--- src/rtl/trig_sel_pkg.sv ---
package trig_sel_pkg;
  localparam int SEL_W = 5;

  typedef enum logic [SEL_W-1:0] {
    SEL_FCS_ANY     = 5'd0,  SEL_FCS_PASS    = 5'd1,  SEL_FCS_FAIL    = 5'd2,
    SEL_HDR_ANY     = 5'd3,  SEL_HDR_PASS    = 5'd4,  SEL_HDR_FAIL    = 5'd5,
    SEL_HDR_HT      = 5'd6,  SEL_HDR_LEGACY  = 5'd7,  SEL_PRE_LONG    = 5'd8,
    SEL_PRE_SHORT   = 5'd9,  SEL_RSSI_UP     = 5'd10, SEL_RSSI_DOWN   = 5'd11,
    SEL_LOCK_LOST   = 5'd12, SEL_LOCK_GAINED = 5'd13, SEL_GAIN_UP     = 5'd14,
    SEL_GAIN_DOWN   = 5'd15, SEL_TX_START    = 5'd16, SEL_TX_DONE     = 5'd17,
    SEL_BB_RISE     = 5'd18, SEL_BB_FALL     = 5'd19, SEL_RF_RISE     = 5'd20,
    SEL_RF_FALL     = 5'd21, SEL_ACK_START   = 5'd22, SEL_ACK_DONE    = 5'd23,
    SEL_ACK_BB_RISE = 5'd24, SEL_ACK_BB_FALL = 5'd25, SEL_ACK_RF_RISE = 5'd26,
    SEL_ACK_RF_FALL = 5'd27, SEL_BB_AMP      = 5'd28, SEL_RF_AMP      = 5'd29,
    SEL_START_AMP   = 5'd30, SEL_START_AMP_ACK = 5'd31
  } trig_sel_e;

  // lane positions inside the level edge detector
  localparam int LANE_LOCK = 0;
  localparam int LANE_BB   = 1;
  localparam int LANE_RF   = 2;
  localparam int N_LANES   = 3;
endpackage

--- src/rtl/trig_level_edge.sv ---
module trig_level_edge #(
  parameter int LANES = 3
) (
  input  logic             clk,
  input  logic             rst,
  input  logic [LANES-1:0] lvl,
  output logic [LANES-1:0] rise,
  output logic [LANES-1:0] fall
);
  logic [LANES-1:0] prev_q;
  logic             primed_q;

  always_ff @(posedge clk) begin
    if (rst) begin
      prev_q   <= '0;
      primed_q <= 1'b0;
    end else begin
      prev_q   <= lvl;
      primed_q <= 1'b1;
    end
  end

  for (genvar k = 0; k < LANES; k++) begin : g_lane
    assign rise[k] = primed_q &  lvl[k] & ~prev_q[k];
    assign fall[k] = primed_q & ~lvl[k] &  prev_q[k];
  end


  edge_prev_chk: assert property (@(posedge clk) disable iff (rst)
    ((rise & $past(lvl)) == '0) && ((fall & ~$past(lvl)) == '0));
endmodule

--- src/rtl/trig_level_cross.sv ---
module trig_level_cross #(
  parameter int W = 11
) (
  input  logic         clk,
  input  logic         rst,
  input  logic [W-1:0] value,
  input  logic [W-1:0] limit,
  output logic         up_x,
  output logic         down_x
);
  logic above, below;
  logic above_q, below_q, primed_q;

  assign above = value > limit;
  assign below = value < limit;

  always_ff @(posedge clk) begin
    if (rst) begin
      above_q  <= 1'b0;
      below_q  <= 1'b0;
      primed_q <= 1'b0;
    end else begin
      above_q  <= above;
      below_q  <= below;
      primed_q <= 1'b1;
    end
  end

  assign up_x   = primed_q & above & ~above_q;
  assign down_x = primed_q & below & ~below_q;


  no_repeat_up_chk: assert property (@(posedge clk) disable iff (rst)
    up_x |=> !up_x);

  no_repeat_down_chk: assert property (@(posedge clk) disable iff (rst)
    down_x |=> !down_x);
endmodule

--- src/rtl/trig_amp_gate.sv ---
module trig_amp_gate #(
  parameter int IQ_W = 16,
  parameter int TH_W = 11
) (
  input  logic signed [IQ_W-1:0] i_smp,
  input  logic signed [IQ_W-1:0] q_smp,
  input  logic        [TH_W-1:0] limit,
  output logic                   over
);
  localparam int SUM_W = IQ_W + 1;

  logic [IQ_W-1:0]  mag_i, mag_q;
  logic [SUM_W-1:0] amp;

  assign mag_i = i_smp[IQ_W-1] ? IQ_W'(-i_smp) : IQ_W'(i_smp);
  assign mag_q = q_smp[IQ_W-1] ? IQ_W'(-q_smp) : IQ_W'(q_smp);
  assign amp   = SUM_W'(mag_i) + SUM_W'(mag_q);
  assign over  = amp > SUM_W'(limit);
endmodule

--- src/rtl/capture_trigger_gen.sv ---
module capture_trigger_gen
  import trig_sel_pkg::*;
#(
  parameter int RSSI_W = 11,
  parameter int GAIN_W = 7,
  parameter int IQ_W   = 16
) (
  input  logic              clk,
  input  logic              rst,
  input  logic [SEL_W-1:0]  cond_sel,
  input  logic [RSSI_W-1:0] level_thresh,
  input  logic [GAIN_W-1:0] gain_thresh,
  input  logic              fcs_valid,
  input  logic              fcs_ok,
  input  logic              sig_valid,
  input  logic              sig_ok,
  input  logic              sig_ht,
  input  logic              long_pre,
  input  logic              short_pre,
  input  logic [RSSI_W-1:0] rssi,
  input  logic [GAIN_W-1:0] agc_gain,
  input  logic              agc_lock,
  input  logic              tx_start,
  input  logic              tx_done,
  input  logic              tx_bb_on,
  input  logic              tx_rf_on,
  input  logic              tx_need_ack,
  input  logic [IQ_W-1:0]   alt_i,
  input  logic [IQ_W-1:0]   alt_q,
  output logic              trig
);
  logic [N_LANES-1:0] lvl, rise, fall;
  logic rssi_up, rssi_dn, gain_up, gain_dn, amp_hi;
  logic tx_ev [6];
  logic hit, trig_q;

  assign lvl[LANE_LOCK] = agc_lock;
  assign lvl[LANE_BB]   = tx_bb_on;
  assign lvl[LANE_RF]   = tx_rf_on;

  trig_level_edge #(.LANES(N_LANES)) u_edge (
    .clk(clk), .rst(rst), .lvl(lvl), .rise(rise), .fall(fall)
  );

  trig_level_cross #(.W(RSSI_W)) u_rssi_x (
    .clk(clk), .rst(rst), .value(rssi), .limit(level_thresh),
    .up_x(rssi_up), .down_x(rssi_dn)
  );

  trig_level_cross #(.W(GAIN_W)) u_gain_x (
    .clk(clk), .rst(rst), .value(agc_gain), .limit(gain_thresh),
    .up_x(gain_up), .down_x(gain_dn)
  );

  trig_amp_gate #(.IQ_W(IQ_W), .TH_W(RSSI_W)) u_amp (
    .i_smp(alt_i), .q_smp(alt_q), .limit(level_thresh), .over(amp_hi)
  );

  // transmit events shared by the plain and acknowledgement-gated groups
  assign tx_ev[0] = tx_start;
  assign tx_ev[1] = tx_done;
  assign tx_ev[2] = rise[LANE_BB];
  assign tx_ev[3] = fall[LANE_BB];
  assign tx_ev[4] = rise[LANE_RF];
  assign tx_ev[5] = fall[LANE_RF];

  always_comb begin
    hit = 1'b0;
    case (trig_sel_e'(cond_sel))
      SEL_FCS_ANY:       hit = fcs_valid;
      SEL_FCS_PASS:      hit = fcs_valid & fcs_ok;
      SEL_FCS_FAIL:      hit = fcs_valid & ~fcs_ok;
      SEL_HDR_ANY:       hit = sig_valid;
      SEL_HDR_PASS:      hit = sig_valid & sig_ok;
      SEL_HDR_FAIL:      hit = sig_valid & ~sig_ok;
      SEL_HDR_HT:        hit = sig_valid & sig_ht;
      SEL_HDR_LEGACY:    hit = sig_valid & ~sig_ht;
      SEL_PRE_LONG:      hit = long_pre;
      SEL_PRE_SHORT:     hit = short_pre;
      SEL_RSSI_UP:       hit = rssi_up;
      SEL_RSSI_DOWN:     hit = rssi_dn;
      SEL_LOCK_LOST:     hit = fall[LANE_LOCK];
      SEL_LOCK_GAINED:   hit = rise[LANE_LOCK];
      SEL_GAIN_UP:       hit = gain_up;
      SEL_GAIN_DOWN:     hit = gain_dn;
      SEL_TX_START:      hit = tx_ev[0];
      SEL_TX_DONE:       hit = tx_ev[1];
      SEL_BB_RISE:       hit = tx_ev[2];
      SEL_BB_FALL:       hit = tx_ev[3];
      SEL_RF_RISE:       hit = tx_ev[4];
      SEL_RF_FALL:       hit = tx_ev[5];
      SEL_ACK_START:     hit = tx_ev[0] & tx_need_ack;
      SEL_ACK_DONE:      hit = tx_ev[1] & tx_need_ack;
      SEL_ACK_BB_RISE:   hit = tx_ev[2] & tx_need_ack;
      SEL_ACK_BB_FALL:   hit = tx_ev[3] & tx_need_ack;
      SEL_ACK_RF_RISE:   hit = tx_ev[4] & tx_need_ack;
      SEL_ACK_RF_FALL:   hit = tx_ev[5] & tx_need_ack;
      SEL_BB_AMP:        hit = tx_bb_on & amp_hi;
      SEL_RF_AMP:        hit = tx_rf_on & amp_hi;
      SEL_START_AMP:     hit = tx_start & amp_hi;
      SEL_START_AMP_ACK: hit = tx_start & amp_hi & tx_need_ack;
      default:           hit = 1'b0;
    endcase
  end

  always_ff @(posedge clk) begin
    if (rst) trig_q <= 1'b0;
    else     trig_q <= hit;
  end

  assign trig = trig_q;


  fcs_pass_only_chk: assert property (@(posedge clk) disable iff (rst)
    (cond_sel == 5'd1 && !(fcs_valid && fcs_ok)) |=> !trig);

  long_pre_fire_chk: assert property (@(posedge clk) disable iff (rst)
    (cond_sel == 5'd8 && long_pre) |=> trig);

  ack_gate_chk: assert property (@(posedge clk) disable iff (rst)
    (cond_sel >= 5'd22 && cond_sel <= 5'd27 && !tx_need_ack) |=> !trig);

  reset_quiet_chk: assert property (@(posedge clk)
    rst |=> !trig);
endmodule

--- config.mk ---
export PLATFORM = sky130hd
export DESIGN_NAME = capture_trigger_gen
export DESIGN_NICKNAME = d
export VERILOG_FILES = /design/src/rtl/trig_sel_pkg.sv /design/src/rtl/trig_level_edge.sv /design/src/rtl/trig_level_cross.sv /design/src/rtl/trig_amp_gate.sv /design/src/rtl/capture_trigger_gen.sv
export SDC_FILE = /design/constraint.sdc
export NUM_CORES = 1
export LEC_CHECK = 0
export CAP_MARGIN = 40
export CORE_ASPECT_RATIO = 1.4
export CORE_UTILIZATION = 40
export CTS_CLUSTER_DIAMETER = 120
export CTS_CLUSTER_SIZE = 24
export DETAILED_ROUTE_END_ITERATION = 10
export GPL_ROUTABILITY_DRIVEN = 0
export PLACE_DENSITY = 0.77
export SLEW_MARGIN = 20
export SYNTH_ARGS = -nofsm -noshare
export SYNTH_HDL_FRONTEND = slang
export SYNTH_SLANG_ARGS = --single-unit
--- constraint.sdc ---
create_clock -name clk -period 7.7 [get_ports clk]
set_input_delay 1.155 -clock clk [delete_from_list [all_inputs] [get_ports clk]]
set_output_delay 1.155 -clock clk [all_outputs]
set_load 0.01 [all_outputs]
After elaboration in Yosys (flattened, before gate mapping)

Cells that the tools add are included.

Register bits: 9
Input port bits: 88
Output and inout port bits: 1
Word-level logic and storage cells: 100

Add/sub/neg operators: 3
Magnitude comparators: 5
Equal/unequal tests: 31
Multiplexer cells: 4
Bitwise gates (word level): 49
Reductions and logical operators: 1

Operators by type and width:

| operator                                                         | count |
|---|---|
| 5-bit == test (second input constant)                            | 16 |
| 5-bit by 4-bit == test with 1-bit output (second input constant) | 8 |
| 1-bit bitwise AND                                                | 36 |
| 16-bit two-way mux                                               | 2 |
| 16-bit negator                                                   | 2 |
| 1-bit one-hot mux with 32 select lines                           | 1 |
| 5-bit by 3-bit == test with 1-bit output (second input constant) | 4 |
| 16-bit by 16-bit adder with 17-bit output                        | 1 |
| 17-bit by 11-bit greater-than comparator with 1-bit output       | 1 |
| 1-bit inverter                                                   | 13 |
| 11-bit greater-than comparator                                   | 1 |
| 11-bit < comparator                                              | 1 |
| 5-bit by 2-bit == test with 1-bit output (second input constant) | 2 |
| 7-bit greater-than comparator                                    | 1 |
| 7-bit < comparator                                               | 1 |
| 5-bit by 1-bit == test with 1-bit output (second input constant) | 1 |
| 5-bit zero test                                                  | 1 |
| 1-bit two-way mux                                                | 1 |

Longest topological paths before layout

Depth in word-level cells: 7
Depth in mapped cells: 19
Depth with buffers taken out: 19

By module

Synthesis repeated with hierarchy kept, for this count alone.

Cell total of the unflattened synthesis: 382
Area, all modules: 2912.8 um2

By module, submodules not included:

| module                       | instances | cells an instance | area an instance (um2) | seq. area each (um2) |
|---|---|---|---|---|
| trig_amp_gate                | 1         | 219               | 1632.8                 | 0.0 |
| capture_trigger_gen          | 1         | 61                | 437.9                  | 20.0 |
| trig_level_cross at u_rssi_x | 1         | 53                | 405.4                  | 60.1 |
| trig_level_cross at u_gain_x | 1         | 35                | 281.5                  | 60.1 |
| trig_level_edge              | 1         | 14                | 155.1                  | 80.1 |

Worst setup path before layout

OpenSTA, ideal clock, no wires.

Kind: input to register
Start point: input alt_q[0]
End point: register trig_q, in the netlist trig
Setup time: 133 ps
Arrival: 4579 ps
Data required time: 7567 ps
Slack: 2988 ps
Stages on the path: 18
Path buffers: 0
Cell sequence: inv_1 ha_1 nand2_1 o21ai_0 fa_1 a211oi_2 o21bai_1 a21oi_1 o21ai_0 xor2_1 ha_1 and3_1 nand3_1 or3_1 a211oi_1 o21ai_0 a2111oi_2 o2111ai_1

Cells in the longest elaborated chain, start to end: 7
Elaborated cells between the ends (all ways): 9
Classes of those cells: 2 x add/sub; 1 x order compare; 2 x mux; 4 x bitwise

Ends and longest elaborated chain:

| item                                                           | line                                                   | RTL |
|---|---|---|
| start: declaration                                             | capture_trigger_gen.sv:29                              | `input logic [IQ_W-1:0] alt_q,` |
| 16-bit negator                                                 | trig_amp_gate.sv:16                                    | `assign mag_q = q_smp[IQ_W-1] ? IQ_W'(-q_smp) : IQ_W'(q_smp);` |
| 16-bit two-way mux (*)                                         | trig_amp_gate.sv:16                                    |  |
| 16-bit by 16-bit adder with 17-bit output (*)                  | trig_amp_gate.sv:17                                    | `assign amp = SUM_W'(mag_i) + SUM_W'(mag_q);` |
| 17-bit by 11-bit greater-than comparator with 1-bit output (*) | trig_amp_gate.sv:18                                    | `assign over = amp > SUM_W'(limit);` |
| 1-bit bitwise AND                                              | capture_trigger_gen.sv:100, capture_trigger_gen.sv:101 |  |
| 1-bit bitwise AND                                              | capture_trigger_gen.sv:101                             | `SEL_START_AMP_ACK: hit = tx_start & amp_hi & tx_need_ack;` |
| 1-bit one-hot mux with 32 select lines (*)                     | capture_trigger_gen.sv:69                              | `case (trig_sel_e'(cond_sel))` |
| end signal: assignment                                         | capture_trigger_gen.sv:108                             | `else trig_q <= hit;` |
| end: declaration                                               | capture_trigger_gen.sv:35                              | `logic hit, trig_q;` |

Mark *: on every way between the ends. The rest lies on a longest branch, timed or not.
A chain may end at the register's enable or synchronous reset.

Worst setup path after layout

Start point: input alt_i[0]
End point: register trig_q, in the netlist trig

Cells in the longest elaborated chain, start to end: 7
Elaborated cells between the ends (all ways): 9
Classes of those cells: 2 x add/sub; 1 x order compare; 2 x mux; 4 x bitwise

Ends and longest elaborated chain:

| item                                                           | line                                                   | RTL |
|---|---|---|
| start: declaration                                             | capture_trigger_gen.sv:28                              | `input logic [IQ_W-1:0] alt_i,` |
| 16-bit negator                                                 | trig_amp_gate.sv:15                                    | `assign mag_i = i_smp[IQ_W-1] ? IQ_W'(-i_smp) : IQ_W'(i_smp);` |
| 16-bit two-way mux (*)                                         | trig_amp_gate.sv:15                                    |  |
| 16-bit by 16-bit adder with 17-bit output (*)                  | trig_amp_gate.sv:17                                    |  |
| 17-bit by 11-bit greater-than comparator with 1-bit output (*) | trig_amp_gate.sv:18                                    |  |
| 1-bit bitwise AND                                              | capture_trigger_gen.sv:100, capture_trigger_gen.sv:101 |  |
| 1-bit bitwise AND                                              | capture_trigger_gen.sv:101                             |  |
| 1-bit one-hot mux with 32 select lines (*)                     | capture_trigger_gen.sv:69                              |  |

Marks and branches as above.

==> run_results.csv <==
group,metric,value,unit
layout,finalNonFillerCells,559,
sta,skew,0.003322,ns
clock_network,cts-root-buf,"clkbuf_8",
clock_network,postCtsSetupBuffers,0,
worst_setup_path,required,7.80,ns
global_routing,grt_pass1_vias,3032,
layout,drive_gt1_share,3.212,%
clock_network,cts_tree,"yes",
logic_synthesis,avgSynthCellArea,7.296,µm²
route,drt-initial-drc-count,124,
worst_hold_path,worstHoldStart,"u_rssi_x.above_q",
layout,area_growth,35.59,%
logic_synthesis,synth_area,2809,µm²
die,chipHeight,101.2,µm
clock_network,ctsHoldBuffers,0,
logic_synthesis,synth-seq-cells,9,
layout,nFillCells,645,
logic_synthesis,synth_ff_type,"dfxtp_1",
logic_synthesis,yosysSeqAreaShare,6.414,%
route,routedWlPerCell,13.13,µm
logic_synthesis,synth_top_cell_by_area,"ha_1",
global_routing,antenna_found_initial,0,
power,total_leakage_power,1.581,nW
worst_setup_path,ff2ff_path_depth,7,
sta,slew_headroom,57.46,%
clock_network,cts.sinks,9,
global_routing,grt_overflow,0,
clock_network,numCtsBuffers,3,
global_routing,grt_usage,20.11,%
route,final_antenna_net_count,0,
die,start_util,41.92,%
worst_setup_path,crit_path_max_fanout,3,
outcome,status,"finished, final reports clean",
clock_network,h-tree-depth,1,
sta,drv_slew,0,
sta,finalSetupViolations,0,
sta,post-route-min-period,5.378,ns
layout,antenna_cells,0,
layout,fin_util,56.84,%
worst_setup_path,arrival,5.48,ns
placed_design,dp_hpwl,6271,µm
logic_synthesis,yosys_warnings,0,
global_routing,grt_pass1_wl,12370,µm
sta,final.period_utilization,69.84,%
logic_synthesis,synth_common_cells,"47 x ha_1, 33 x xnor2_1, 32 x inv_1, 32 x nand2_1",
sta,worst_pin_slew,0.6360,ns
die,die_w,72.83,µm
logic_synthesis,synthTopCellsByArea,"ha_1 21%, xnor2_1 10%, dfxtp_1 6.4%, inv_1 4.3%, nand2_1 4.3%",
worst_setup_path,cp-endpoint,"trig",
logic_synthesis,synth.most_common_cell,"ha_1",
placed_design,dp.cells,555,
route,routed_wl,7338,µm
route,vias,3125,
global_routing,grt_max_degree,19,
layout,fin_area,3809,µm²
placed_design,portBuffers,88,
worst_setup_path,critPathLaunchType,"input pin",
worst_setup_path,timing.rr.end,"trig",
logic_synthesis,async_flop_share,0,%
logic_synthesis,synth_cells,385,
route,post-route-drc-count,0,
power,ir_worst_vdd,0.00008145,V
sta,finalSetupTns,0,ns
sta,hold_violations,0,
sta,max_freq,186.0,MHz
flow_run,cap_viol_max_count,0,
power,power_density,109.6,nW/µm²
route,viasPerCell,5.590,
die,row_count,35,
worst_setup_path,path_class,"in -> reg",
placed_design,post_dp_cell_area,3764,µm²
logic_synthesis,syn_nets,521,
worst_setup_path,crit_path_end_kind,"flip-flop",
sta,rsz0062_at_grt,"false",
clock_network,cts_max_path_buffers,2,
worst_hold_path,hold_class,"reg -> reg",
clock_network,post_cts_resized,0,
die,die_area,7366,µm²
logic_synthesis,synth_top_area_share,20.94,%
die,core-area,6700,µm²
logic_synthesis,synthDistinctLibCells,63,
layout,nets,604,
clock_network,path_clk_slew,0.04,ns
worst_setup_path,setup.worst_path.start,"alt_i[0]",
logic_synthesis,synth-edff-count,0,
die,ios,89,
worst_setup_path,r2r_setup_slack,6.00,ns
route,drt_first_pass_iters,4,
worst_setup_path,reg2reg_from,"u_gain_x.primed_q",
clock_network,clock_latency,0.23,ns
## how the worst min path moves through the flow
stage                 to  slack, ns  cells after the start
detailed placement  trig       0.86                      4
global route        trig       0.95                      5
CTS                 trig       0.88                      4
floorplan           trig       0.77                      4
global placement    trig       0.87                      5
finish              trig       0.87                      5
## critical path, stage by stage
cell and delay, ns:
clkdlybuf4s50_1 0.49, inv_1 0.09, ha_1 0.29, nand2_1 0.05
o21ai_0 0.17, fa_1 0.51, a211oi_2 0.26, o21bai_1 0.11
a21oi_1 0.22, o21ai_0 0.14, xor2_1 0.16, ha_1 0.29
and3_1 0.14, nand3_1 0.10, or3_1 0.40, a211oi_1 0.23
o21ai_0 0.14, a2111oi_2 0.36, o2111ai_1 0.14
## routing by layer
layer | track usage [%] | vias up | share of wire [%]
li1 | - | 1597 | -
met1 | 22.10 | 1429 | 42
met2 | 40.62 | 93 | 52
met3 | 2.786 | 6 | 5.4
met4 | 2.715 | 0 | 0.78
met5 | 0 | - | 0
## sequential cells by signal (all words and copies together) (netlist names)
name,count
u_gain_x.primed_q,1
u_rssi_x.below_q,1
u_edge.prev_q,3
trig,1
u_gain_x.below_q,1
u_gain_x.above_q,1
u_rssi_x.above_q,1
## cell families after synthesis
| group | synth area share [%] |
|---|---|
| and+or+nand+nor | 24.94 |
| adders and majority gates | 21.65 |
| DFF | 6.414 |
| AOI/OAI and AO/OA | 29.26 |
| buffers and inverters | 5.746 |
| xor gates and xnor gates | 11.23 |
| muxes | 0.7572 |
## through the flow
stage | power [mW] | hold slack [ns] | worst slack, ns
floorplan | 0.2658 | 0.7667 | 2.988
global placement | 0.3563 | 0.8668 | 2.203
detailed placement | 0.3643 | 0.8558 | 2.058
CTS | 0.4200 | 0.8808 | 2.288
global route | 0.4594 | 0.9453 | 1.853
finish | 0.4176 | 0.8749 | 2.322
## final cells by class
class / count / area [µm²] / area share [%]
clock buffer: 4 / 45.04 / 1.183
tap: 92 / 115.1 / 3.022
timing repair buffer: 88 / 880.8 / 23.13
inverter: 32 / 120.1 / 3.154
multi-input combinational: 334 / 2467 / 64.78
sequential: 9 / 180.2 / 4.731
## power by group
part	internal [mW]	total [mW]	switching [mW]
sequential	0.0505	0.0520	0.00153
clock	0.0360	0.0536	0.0176
combinational	0.157	0.312	0.155
total	0.244	0.418	0.174
## placed cells by master, fill, tap and decap left out, types with 7 or more instances in the layout
cell and n:
a21o_1 7, a21oi_1 23, clkdlybuf4s50_1 88, dfxtp_1 9
ha_1 47, inv_1 32, nand2_1 32, nand2b_1 10
nand3_1 10, nor2_1 23, nor2b_1 9, nor3_1 9
o211ai_1 8, o21ai_0 23, xnor2_1 33
No activity file was read; power rests on OpenSTA's default activity.
